<file path="config.mk">
export PLATFORM = sky130hd
export DESIGN_NAME = ldst_bank_arb
export DESIGN_NICKNAME = d
export VERILOG_FILES = /design/src/rtl/ldst_arb_pkg.sv /design/src/rtl/ldst_bank_dec.sv /design/src/rtl/ldst_store_fifo.sv /design/src/rtl/ldst_slot_pick.sv /design/src/rtl/ldst_bank_arb.sv
export SDC_FILE = /design/constraint.sdc
export NUM_CORES = 1
export LEC_CHECK = 0
export ABC_AREA = 1
export BUFFER_PORTS_ARGS = -buffer_cell sky130_fd_sc_hd__buf_2
export CAP_MARGIN = 20
export CORE_UTILIZATION = 35
export CTS_CLUSTER_SIZE = 16
export DETAILED_ROUTE_END_ITERATION = 12
export PLACE_DENSITY = 0.52
export SYNTH_ARGS = -nofsm -noshare
export SYNTH_HDL_FRONTEND = slang
export SYNTH_HIERARCHICAL = 1
export SYNTH_SLANG_ARGS = --single-unit
</file>
<file path="constraint.sdc">
create_clock -name clk -period 7.7 [get_ports clk]
set_input_delay 0.385 -clock clk [delete_from_list [all_inputs] [get_ports clk]]
set_output_delay 0.385 -clock clk [all_outputs]
set_load 0.005 [all_outputs]
</file>
<file path="src/rtl/ldst_arb_pkg.sv">
package ldst_arb_pkg;

  localparam int unsigned WIDE_AW = 64;
  typedef logic [WIDE_AW-1:0] wide_addr_t;

  // Bank number taken from the address; nbanks must be a power of two.
  function automatic int unsigned bank_of(input wide_addr_t addr,
                                          input int unsigned lsb,
                                          input int unsigned nbanks);
    wide_addr_t shifted;
    shifted = addr >> lsb;
    return shifted[31:0] & (nbanks - 1);
  endfunction

  // Two one-hot bank vectors collide when they share any bit.
  function automatic logic banks_collide(input logic [63:0] a,
                                         input logic [63:0] b);
    return |(a & b);
  endfunction

endpackage

</file>
<file path="src/rtl/ldst_bank_dec.sv">
module ldst_bank_dec
  import ldst_arb_pkg::*;
#(
  parameter int ADDR_W    = 32,
  parameter int NUM_BANKS = 8,
  parameter int BANK_LSB  = 3,
  localparam int BANK_W   = $clog2(NUM_BANKS)
) (
  input  logic                 valid,
  input  logic [ADDR_W-1:0]    addr,
  output logic [BANK_W-1:0]    bank,
  output logic [NUM_BANKS-1:0] bank_en
);

  always_comb begin
    bank    = BANK_W'(bank_of(WIDE_AW'(addr), BANK_LSB, NUM_BANKS));
    bank_en = '0;
    if (valid) bank_en[bank] = 1'b1;
  end

endmodule

</file>
<file path="src/rtl/ldst_store_fifo.sv">
module ldst_store_fifo #(
  parameter int WIDTH   = 96,
  parameter int DEPTH   = 4,
  localparam int PTR_W  = (DEPTH > 1) ? $clog2(DEPTH) : 1,
  localparam int CNT_W  = $clog2(DEPTH + 1)
) (
  input  logic             clk,
  input  logic             rst_n,
  input  logic             push,
  input  logic [WIDTH-1:0] push_data,
  input  logic             pop,
  output logic [WIDTH-1:0] head,
  output logic [CNT_W-1:0] count,
  output logic             full,
  output logic             empty
);

  logic [WIDTH-1:0] mem [DEPTH];
  logic [PTR_W-1:0] wr_ptr, rd_ptr;

  function automatic logic [PTR_W-1:0] ptr_next(input logic [PTR_W-1:0] p);
    return (p == PTR_W'(DEPTH - 1)) ? '0 : p + 1'b1;
  endfunction

  always_ff @(posedge clk or negedge rst_n) begin
    if (!rst_n) begin
      wr_ptr <= '0;
      rd_ptr <= '0;
      count  <= '0;
    end else begin
      if (push) wr_ptr <= ptr_next(wr_ptr);
      if (pop)  rd_ptr <= ptr_next(rd_ptr);
      count <= count + CNT_W'(push) - CNT_W'(pop);
    end
  end

  always_ff @(posedge clk) begin
    if (push) mem[wr_ptr] <= push_data;
  end

  assign head  = mem[rd_ptr];
  assign full  = (count == CNT_W'(DEPTH));
  assign empty = (count == '0);

endmodule

</file>
<file path="src/rtl/ldst_slot_pick.sv">
module ldst_slot_pick
  import ldst_arb_pkg::*;
#(
  parameter int NUM_BANKS = 8
) (
  input  logic                 buf_valid,
  input  logic                 new_valid,
  input  logic [NUM_BANKS-1:0] ld_bank_en,
  input  logic [NUM_BANKS-1:0] cand_bank_en,
  output logic                 sel_buf,
  output logic                 cand_valid,
  output logic                 issue,
  output logic                 pop,
  output logic                 push
);

  logic clash;

  always_comb begin
    // The oldest store always owns the slot: buffer first, then the new one.
    sel_buf    = buf_valid;
    cand_valid = buf_valid | new_valid;
    clash      = banks_collide(64'(ld_bank_en), 64'(cand_bank_en));
    issue      = cand_valid & ~clash;
    pop        = issue & buf_valid;
    push       = new_valid & ~(issue & ~buf_valid);
  end

endmodule

</file>
<file path="src/rtl/ldst_bank_arb.sv">
module ldst_bank_arb #(
  parameter int ADDR_W    = 32,
  parameter int DATA_W    = 64,
  parameter int NUM_BANKS = 8,
  parameter int BANK_LSB  = 3,
  parameter int SB_DEPTH  = 4
) (
  input  logic                 clk,
  input  logic                 rst_n,
  input  logic                 ld_valid,
  input  logic [ADDR_W-1:0]    ld_addr,
  output logic                 ld_grant,
  output logic [NUM_BANKS-1:0] ld_bank_en,
  input  logic                 st_valid,
  input  logic [ADDR_W-1:0]    st_addr,
  input  logic [DATA_W-1:0]    st_data,
  output logic                 st_ready,
  output logic                 wr_valid,
  output logic [ADDR_W-1:0]    wr_addr,
  output logic [DATA_W-1:0]    wr_data,
  output logic [NUM_BANKS-1:0] st_bank_en
);

  localparam int BANK_W = $clog2(NUM_BANKS);
  localparam int ENT_W  = ADDR_W + DATA_W;
  localparam int CNT_W  = $clog2(SB_DEPTH + 1);

  // Named internal events, also observed by the bound checker.
  logic                 st_accept;
  logic                 sb_full, sb_empty;
  logic [CNT_W-1:0]     sb_count;
  logic [ENT_W-1:0]     sb_head;
  logic                 sb_push, sb_pop;
  logic                 cand_valid, wr_from_buf, issue;
  logic [ADDR_W-1:0]    cand_addr;
  logic [DATA_W-1:0]    cand_data;
  logic [BANK_W-1:0]    cand_bank, ld_bank;
  logic [NUM_BANKS-1:0] cand_bank_en;

  assign st_ready  = ~sb_full;
  assign st_accept = st_valid & st_ready;
  assign ld_grant  = ld_valid;   // loads are never refused

  ldst_bank_dec #(
    .ADDR_W(ADDR_W), .NUM_BANKS(NUM_BANKS), .BANK_LSB(BANK_LSB)
  ) u_ld_dec (
    .valid(ld_valid), .addr(ld_addr), .bank(ld_bank), .bank_en(ld_bank_en)
  );

  ldst_store_fifo #(.WIDTH(ENT_W), .DEPTH(SB_DEPTH)) u_sbuf (
    .clk(clk), .rst_n(rst_n),
    .push(sb_push), .push_data({st_addr, st_data}),
    .pop(sb_pop), .head(sb_head),
    .count(sb_count), .full(sb_full), .empty(sb_empty)
  );

  always_comb begin
    if (wr_from_buf) begin
      cand_addr = sb_head[ENT_W-1 -: ADDR_W];
      cand_data = sb_head[DATA_W-1:0];
    end else begin
      cand_addr = st_addr;
      cand_data = st_data;
    end
  end

  ldst_bank_dec #(
    .ADDR_W(ADDR_W), .NUM_BANKS(NUM_BANKS), .BANK_LSB(BANK_LSB)
  ) u_st_dec (
    .valid(cand_valid), .addr(cand_addr), .bank(cand_bank), .bank_en(cand_bank_en)
  );

  ldst_slot_pick #(.NUM_BANKS(NUM_BANKS)) u_pick (
    .buf_valid(~sb_empty), .new_valid(st_accept),
    .ld_bank_en(ld_bank_en), .cand_bank_en(cand_bank_en),
    .sel_buf(wr_from_buf), .cand_valid(cand_valid),
    .issue(issue), .pop(sb_pop), .push(sb_push)
  );

  assign wr_valid   = issue;
  assign wr_addr    = cand_addr;
  assign wr_data    = cand_data;
  assign st_bank_en = issue ? cand_bank_en : '0;

endmodule

</file>
# Word-level counts from Yosys, hierarchy flattened
# Memory sizes are Yosys's and may differ from the RTL's.
# Cells that the tools add are included.
word_totals:
  ff_bits: 7
  ramBits: 384
  output_inout_bits: 115
  word_cells: 43
  memories: 1
classes:
  add_sub_neg: 4
  order_cmp: 4
  n_eq_ne: 3
  mux: 13
  n_bitwise: 11
  reduce_logical: 4
mem_list:
  columns: ["name", "words", "word_bits", "read_ports", "rd_clocked_by_memory_dff", "wr", "line", "source"]
  rows:
  - ["u_sbuf.mem", 4, 96, 1, 0, 1, "ldst_store_fifo.sv:18", "logic [WIDTH-1:0] mem [DEPTH];"]
op_table:
  columns: ["op", "n"]
  rows:
  - ["64-bit 2-to-1 mux", 1]
  - ["64-bit OR reduction", 1]
  - ["32-bit 2-to-1 mux", 1]
  - ["8-bit 2-to-1 mux", 3]
  - ["8-bit AND", 1]
  - ["3-bit by 4-bit less-than comparator with 1-bit output, second input constant", 2]
  - ["1-bit demux with 3-bit select", 2]
  - ["3-bit by 1-bit >= comparator with 1-bit output, second input constant", 2]
  - ["1-bit AND", 5]
  - ["2-bit by 1-bit adder with 2-bit output, second input constant", 2]
  - ["2-bit == test, second input constant", 2]
  - ["1-bit 2-to-1 mux", 4]
  - ["2-bit 2-to-1 mux", 2]
  - ["1-bit inverter", 4]
  - ["3-bit by 1-bit adder with 3-bit output", 1]
  - ["3-bit == test, second input constant", 1]
  - ["3-bit zero test", 1]
  - ["3-bit by 1-bit subtractor with 3-bit output", 1]
  - ["1-bit logical AND", 2]
  - ["1-bit bitwise OR", 1]

# Longest topological paths before layout
logic_depth:
  depth_word: 16
  mapped_depth: 26
  ltp_nobuf: 23

# Hierarchy
# The synthesis kept the hierarchy.
by_module_without_submodules:
  columns: ["mod", "instances", "cells_each", "area_per_inst_um2", "seq_area_each_um2"]
  rows:
  - ["ldst_store_fifo", 1, 1555, 16632.2, 11706.2]
  - ["ldst_bank_arb", 1, 332, 1313.8, 0.0]
  - ["ldst_bank_dec", 2, 20, 86.3, 0.0]
  - ["ldst_slot_pick", 1, 23, 100.1, 0.0]

# Worst setup path after synthesis
# Ideal clock, no wire load.
synth_timing:
  path_type: "reg2reg"
  startpoint: "register u_sbuf.count[1]"
  endpoint: "memory u_sbuf.mem[1][0], enable pin"
  setup_ps: 450
  t_arrival_ps: 4026
  t_required_ps: 7250
  setup_slack_ps: 3225
  stages_incl_launch_ff: 19
  n_path_buf: 4
  synth_period_minus_slack_ps: 4475
  cell_sequence: "dfrtp_1 -> nor3_1 -> inv_1 -> buf_4 -> buf_4 -> buf_4 -> buf_4 -> nand2_1 -> nand2_1 -> inv_1 -> nand2_1 -> nor2_1 -> nand2_1 -> nand2_1 -> nor2_2 -> nand2_1 -> o21a_1 -> nand2_1 -> inv_1"
synth_between:
  elab_cells_between_ends: 22
synth_rtl:
  columns: ["element", "line", "source"]
  rows:
  - ["from (decl)", "ldst_store_fifo.sv:13", "output logic [CNT_W-1:0] count,"]
  - ["from (signal assigned)", "ldst_store_fifo.sv:33", "count <= count + CNT_W'(push) - CNT_W'(pop);"]
  - ["3-bit zero test", "ldst_store_fifo.sv:43", "assign empty = (count == '0);"]
  - ["net sb_empty", "ldst_bank_arb.sv:30", "logic sb_full, sb_empty;"]
  - ["1-bit inverter", "ldst_bank_arb.sv:74", ".buf_valid(~sb_empty), .new_valid(st_accept),"]
  - ["net wr_from_buf", "ldst_bank_arb.sv:34", "logic cand_valid, wr_from_buf, issue;"]
  - ["1-bit bitwise OR", "ldst_slot_pick.sv:22", "cand_valid = buf_valid | new_valid;"]
  - ["8-bit 2-to-1 mux", "ldst_bank_dec.sv:18", "if (valid) bank_en[bank] = 1'b1;"]
  - ["net cand_bank_en[2]", "ldst_bank_arb.sv:38", "logic [NUM_BANKS-1:0] cand_bank_en;"]
  - ["8-bit AND", "ldst_arb_pkg.sv:18", "return |(a & b);"]
  - ["64-bit OR reduction", "ldst_arb_pkg.sv:18", null]
  - ["1-bit inverter", "ldst_slot_pick.sv:24", "issue = cand_valid & ~clash;"]
  - ["1-bit AND", "ldst_slot_pick.sv:24", null]
  - ["1-bit AND", "ldst_slot_pick.sv:26", "push = new_valid & ~(issue & ~buf_valid);"]
  - ["1-bit inverter", "ldst_slot_pick.sv:26", null]
  - ["1-bit AND", "ldst_slot_pick.sv:26", null]
  - ["net sb_push", "ldst_bank_arb.sv:33", "logic sb_push, sb_pop;"]
  - ["1-bit 2-to-1 mux", "ldst_store_fifo.sv:38", "if (push) mem[wr_ptr] <= push_data;"]
  - ["1-bit 2-to-1 mux (implied by the code)", "ldst_store_fifo.sv:38", null]
  - ["to (decl)", "ldst_store_fifo.sv:18", null]
# The timed path passes the listed nets, and every way through them passes these cells.

# Worst setup path after layout
layout_timing:
  startpoint: "register u_sbuf.count[1]"
  endpoint: "memory u_sbuf.mem[1][23], enable pin"
layout_between:
  elab_chain_len: 16
  elab_cells_between_ends: 22
layout_rtl:
  columns: ["element", "line", "source"]
  rows:
  - ["3-bit zero test *", "ldst_store_fifo.sv:43", null]
  - ["net sb_empty", "ldst_bank_arb.sv:30", null]
  - ["32-bit 2-to-1 mux", "ldst_bank_arb.sv:58", "if (wr_from_buf) begin"]
  - ["3-bit by 4-bit less-than comparator with 1-bit output (implied by the code) or 3-bit by 1-bit >= comparator with 1-bit output (tied branches)", "ldst_bank_dec.sv:18", null]
  - ["1-bit logical AND (implied by the code)", "ldst_bank_dec.sv:18", null]
  - ["1-bit 2-to-1 mux (implied by the code)", "ldst_bank_dec.sv:18", null]
  - ["1-bit demux with 3-bit select", "ldst_bank_dec.sv:18", null]
  - ["8-bit 2-to-1 mux *", "ldst_bank_dec.sv:18", null]
  - ["net cand_bank_en[5]", "ldst_bank_arb.sv:38", null]
  - ["[... 2 more ...]", null, null]
  - ["1-bit inverter *", "ldst_slot_pick.sv:24", null]
  - ["1-bit AND *", "ldst_slot_pick.sv:24", null]
  - ["1-bit AND *", "ldst_slot_pick.sv:26", null]
  - ["1-bit inverter *", "ldst_slot_pick.sv:26", null]
  - ["1-bit AND *", "ldst_slot_pick.sv:26", null]
  - ["net sb_push", "ldst_bank_arb.sv:33", null]
  - ["1-bit 2-to-1 mux *", "ldst_store_fifo.sv:38", null]
  - ["1-bit 2-to-1 mux (implied by the code) *", "ldst_store_fifo.sv:38", null]
# Mark *: on every way through the listed nets, which the timed path passes. The rest lies on a longest branch.

==> metrics.csv <==
stage,metric,value,unit
sta,fin_tns_setup,0,ps
cells_and_area,mostFrequentLayoutCells,"815 x nand2_1, 411 x inv_1, 384 x edfxtp_1",
detailed_routing,wirelength,43.2,mm
detailed_routing,drtAntennaViolNets,0,
floorplanning,die_w,230,um
placement,place_congestion,0.784,
detailed_routing,drt_iter0_markers,664,
clock_network,numCtsBuffers,45,
synth,synth_warnings,6,
critical_path,crit_top_cell,nand2_1,
global_routing,grtUsageTotal,16.5,%
floorplanning,die_y,230,um
sta,slew_viol_final,0,
sta,rsz0062_at_grt,false,
cells_and_area,drive_above_1_share,14.2,%
clock_network,htree_levels,2,
cells_and_area,syn_to_final_growth,16.1,%
synth,synth_nets,2084,
floorplanning,coreArea,51300,um^2
critical_path,crit_path_max_fanout,52,
clock_network,insertion_delay,560,ps
clock_network,cts_sinks,391,
detailed_routing,route.vias.total,12500,
detailed_routing,drt-vias-per-instance,4.39,
status,violations,design-rule violations,
critical_path,cp.arrival,4970,ps
sta,worst_slack,2940,ps
placement,place_ws,2850,ps
critical_path,crit_required,7900,ps
synth,synthCells,1944,
clock_network,cts_tree,built,
sta,period_needed,4760,ps
critical_path,path_cells,nor3_1 > clkinv_2 > inv_4 > nand2_1 > nand2_1 > nand2_1 > nor2_1 > nand2_1 > nand2_1 > nor2_2 > nand2_1 > o21a_1 > nand2_1 > inv_4 > buf_4,
placement,port_buffers,217,
cells_and_area,layout.nets,2278,
detailed_routing,wl_per_cell,15.2,um
detailed_routing,drt_first_pass_iters,8,
critical_path,cpPeakStageDelay,830,ps
clock_network,clk_pin_slew,60,ps
critical_path,slowest_stage,clkinv_2,
pwr,leakagePower,10.2,nW
critical_path,path_class,reg -> reg,
sta,setup_viol_count_final,0,
cells_and_area,antenna_cells,0,
global_routing,grt_max_degree,99,
global_routing,grt.overflow.total,0,
clock_network,root_buffer,clkbuf_16,
run,maxCapViolations,0,
sta,hold_violations,0,
critical_path,worst_setup_path_end_kind,flop,
min_path,hp-class,in -> reg,
sta,finClkSkew,17.0,ps
floorplanning,io_pins,247,
clock_network,ctsLongestPathBuffers,3,
floorplanning,row_count,83,
pwr,power,8.31,mW
sta,fin_crit_sh,61.9,%
synth,syn-cell-area,18200,um^2
sta,fmaxAchievable,210,MHz
global_routing,grt_pass1_vias,12300,
clock_network,cts_resized,0,
global_routing,grt_pass1_wl,67.9,mm
critical_path,crit_path_start_kind,flop,
global_routing,grt_antenna_before_repair,5,
pwr,powerDensity,394,nW/um^2
floorplanning,die_area,52800,um^2
status,status,finished with violations,
placement,place.detailed.hpwl,24.1,mm
pwr,irDropWorstVdd,0.213,mV
cells_and_area,final_common_cell,nand2_1,
floorplanning,start_util,35.4,%
sta,tightest_slew,1070,ps
detailed_routing,drc,2,
synth,syn_area_per_cell,9.35,um^2
sta,slew_headroom,28.8,%
per-stage QoR:
step / cells / cell area (um^2) / hold slack [ps] / utilization [%]
2_1_floorplan: 1944 / 18200 / 89.4 / -
3_3_place_gp: 2768 / 19600 / 231 / 38.2
3_5_place_dp: 2768 / 19600 / 245 / 38.2
4_1_cts: 2851 / 21100 / 14.1 / 41.0
5_1_grt: 2853 / 21100 / 29.3 / 41.1
6_report: 2853 / 21100 / 48.9 / 41.1
sequential cells by signal (all words and copies together) (netlist names):
signal,count
u_sbuf/wr_ptr,2
u_sbuf/count,3
u_sbuf/mem,384
u_sbuf/rd_ptr,2
where the power goes:
part / internal [mW] / switching (mW)
clock: 1.24 / 0.830
combinational: 1.10 / 2.18
sequential: 2.81 / 0.152
total: 5.15 / 3.16
worst paths after layout:
check                                          startpoint                           end  slack, ps  cells past startpoint
worst min-delay path                           st_data[0]    u_sbuf/mem[0][0]$_DFFE_PP_         50                      1
worst max register to register  u_sbuf/count[1]$_DFF_PN0_   u_sbuf/mem[1][23]$_DFFE_PP_       2940                     15
worst min register to register  u_sbuf/count[1]$_DFF_PN0_     u_sbuf/count[2]$_DFF_PN0_        540                      2
max in group asynchronous                           rst_n  u_sbuf/rd_ptr[1]$_DFFE_PN0P_       7290                      2
worst max-delay path            u_sbuf/count[1]$_DFF_PN0_   u_sbuf/mem[1][23]$_DFFE_PP_       2940                     15
min in group asynchronous                           rst_n  u_sbuf/rd_ptr[0]$_DFFE_PN0P_        210                      2
metal layers:
layer	share of wire, %	wire (um)	track usage [%]
met1	46	19800	21.4
met2	47	20400	27.6
met3	4.9	2100	3.16
met4	2.1	929	5.11
met5	0.13	58	0
critical path, delay by kind of cell (launching register included):
kind                   cells  cell delay [ps]
buffers and inverters      4             2490
AND/OR/NAND/NOR           10             1160
flip-flops                 1              410
AO/OA/AOI/OAI              1              280
final cells by class:
class	count	area, um^2
clock buffer	53	1160
fill	5066	30200
sequential	391	11700
inverter	419	1590
tap	680	851
timing repair buffer	235	1260
multi-input combinational	1046	4260
clock inverter	29	270
what timing repair did:
action / in CTS / in global routing
buffers inserted: 0 / 0
hold buffers: 1 / 0
endpoints found under the hold margin: 7 / 0
No activity file was read; power rests on OpenSTA's default activity.
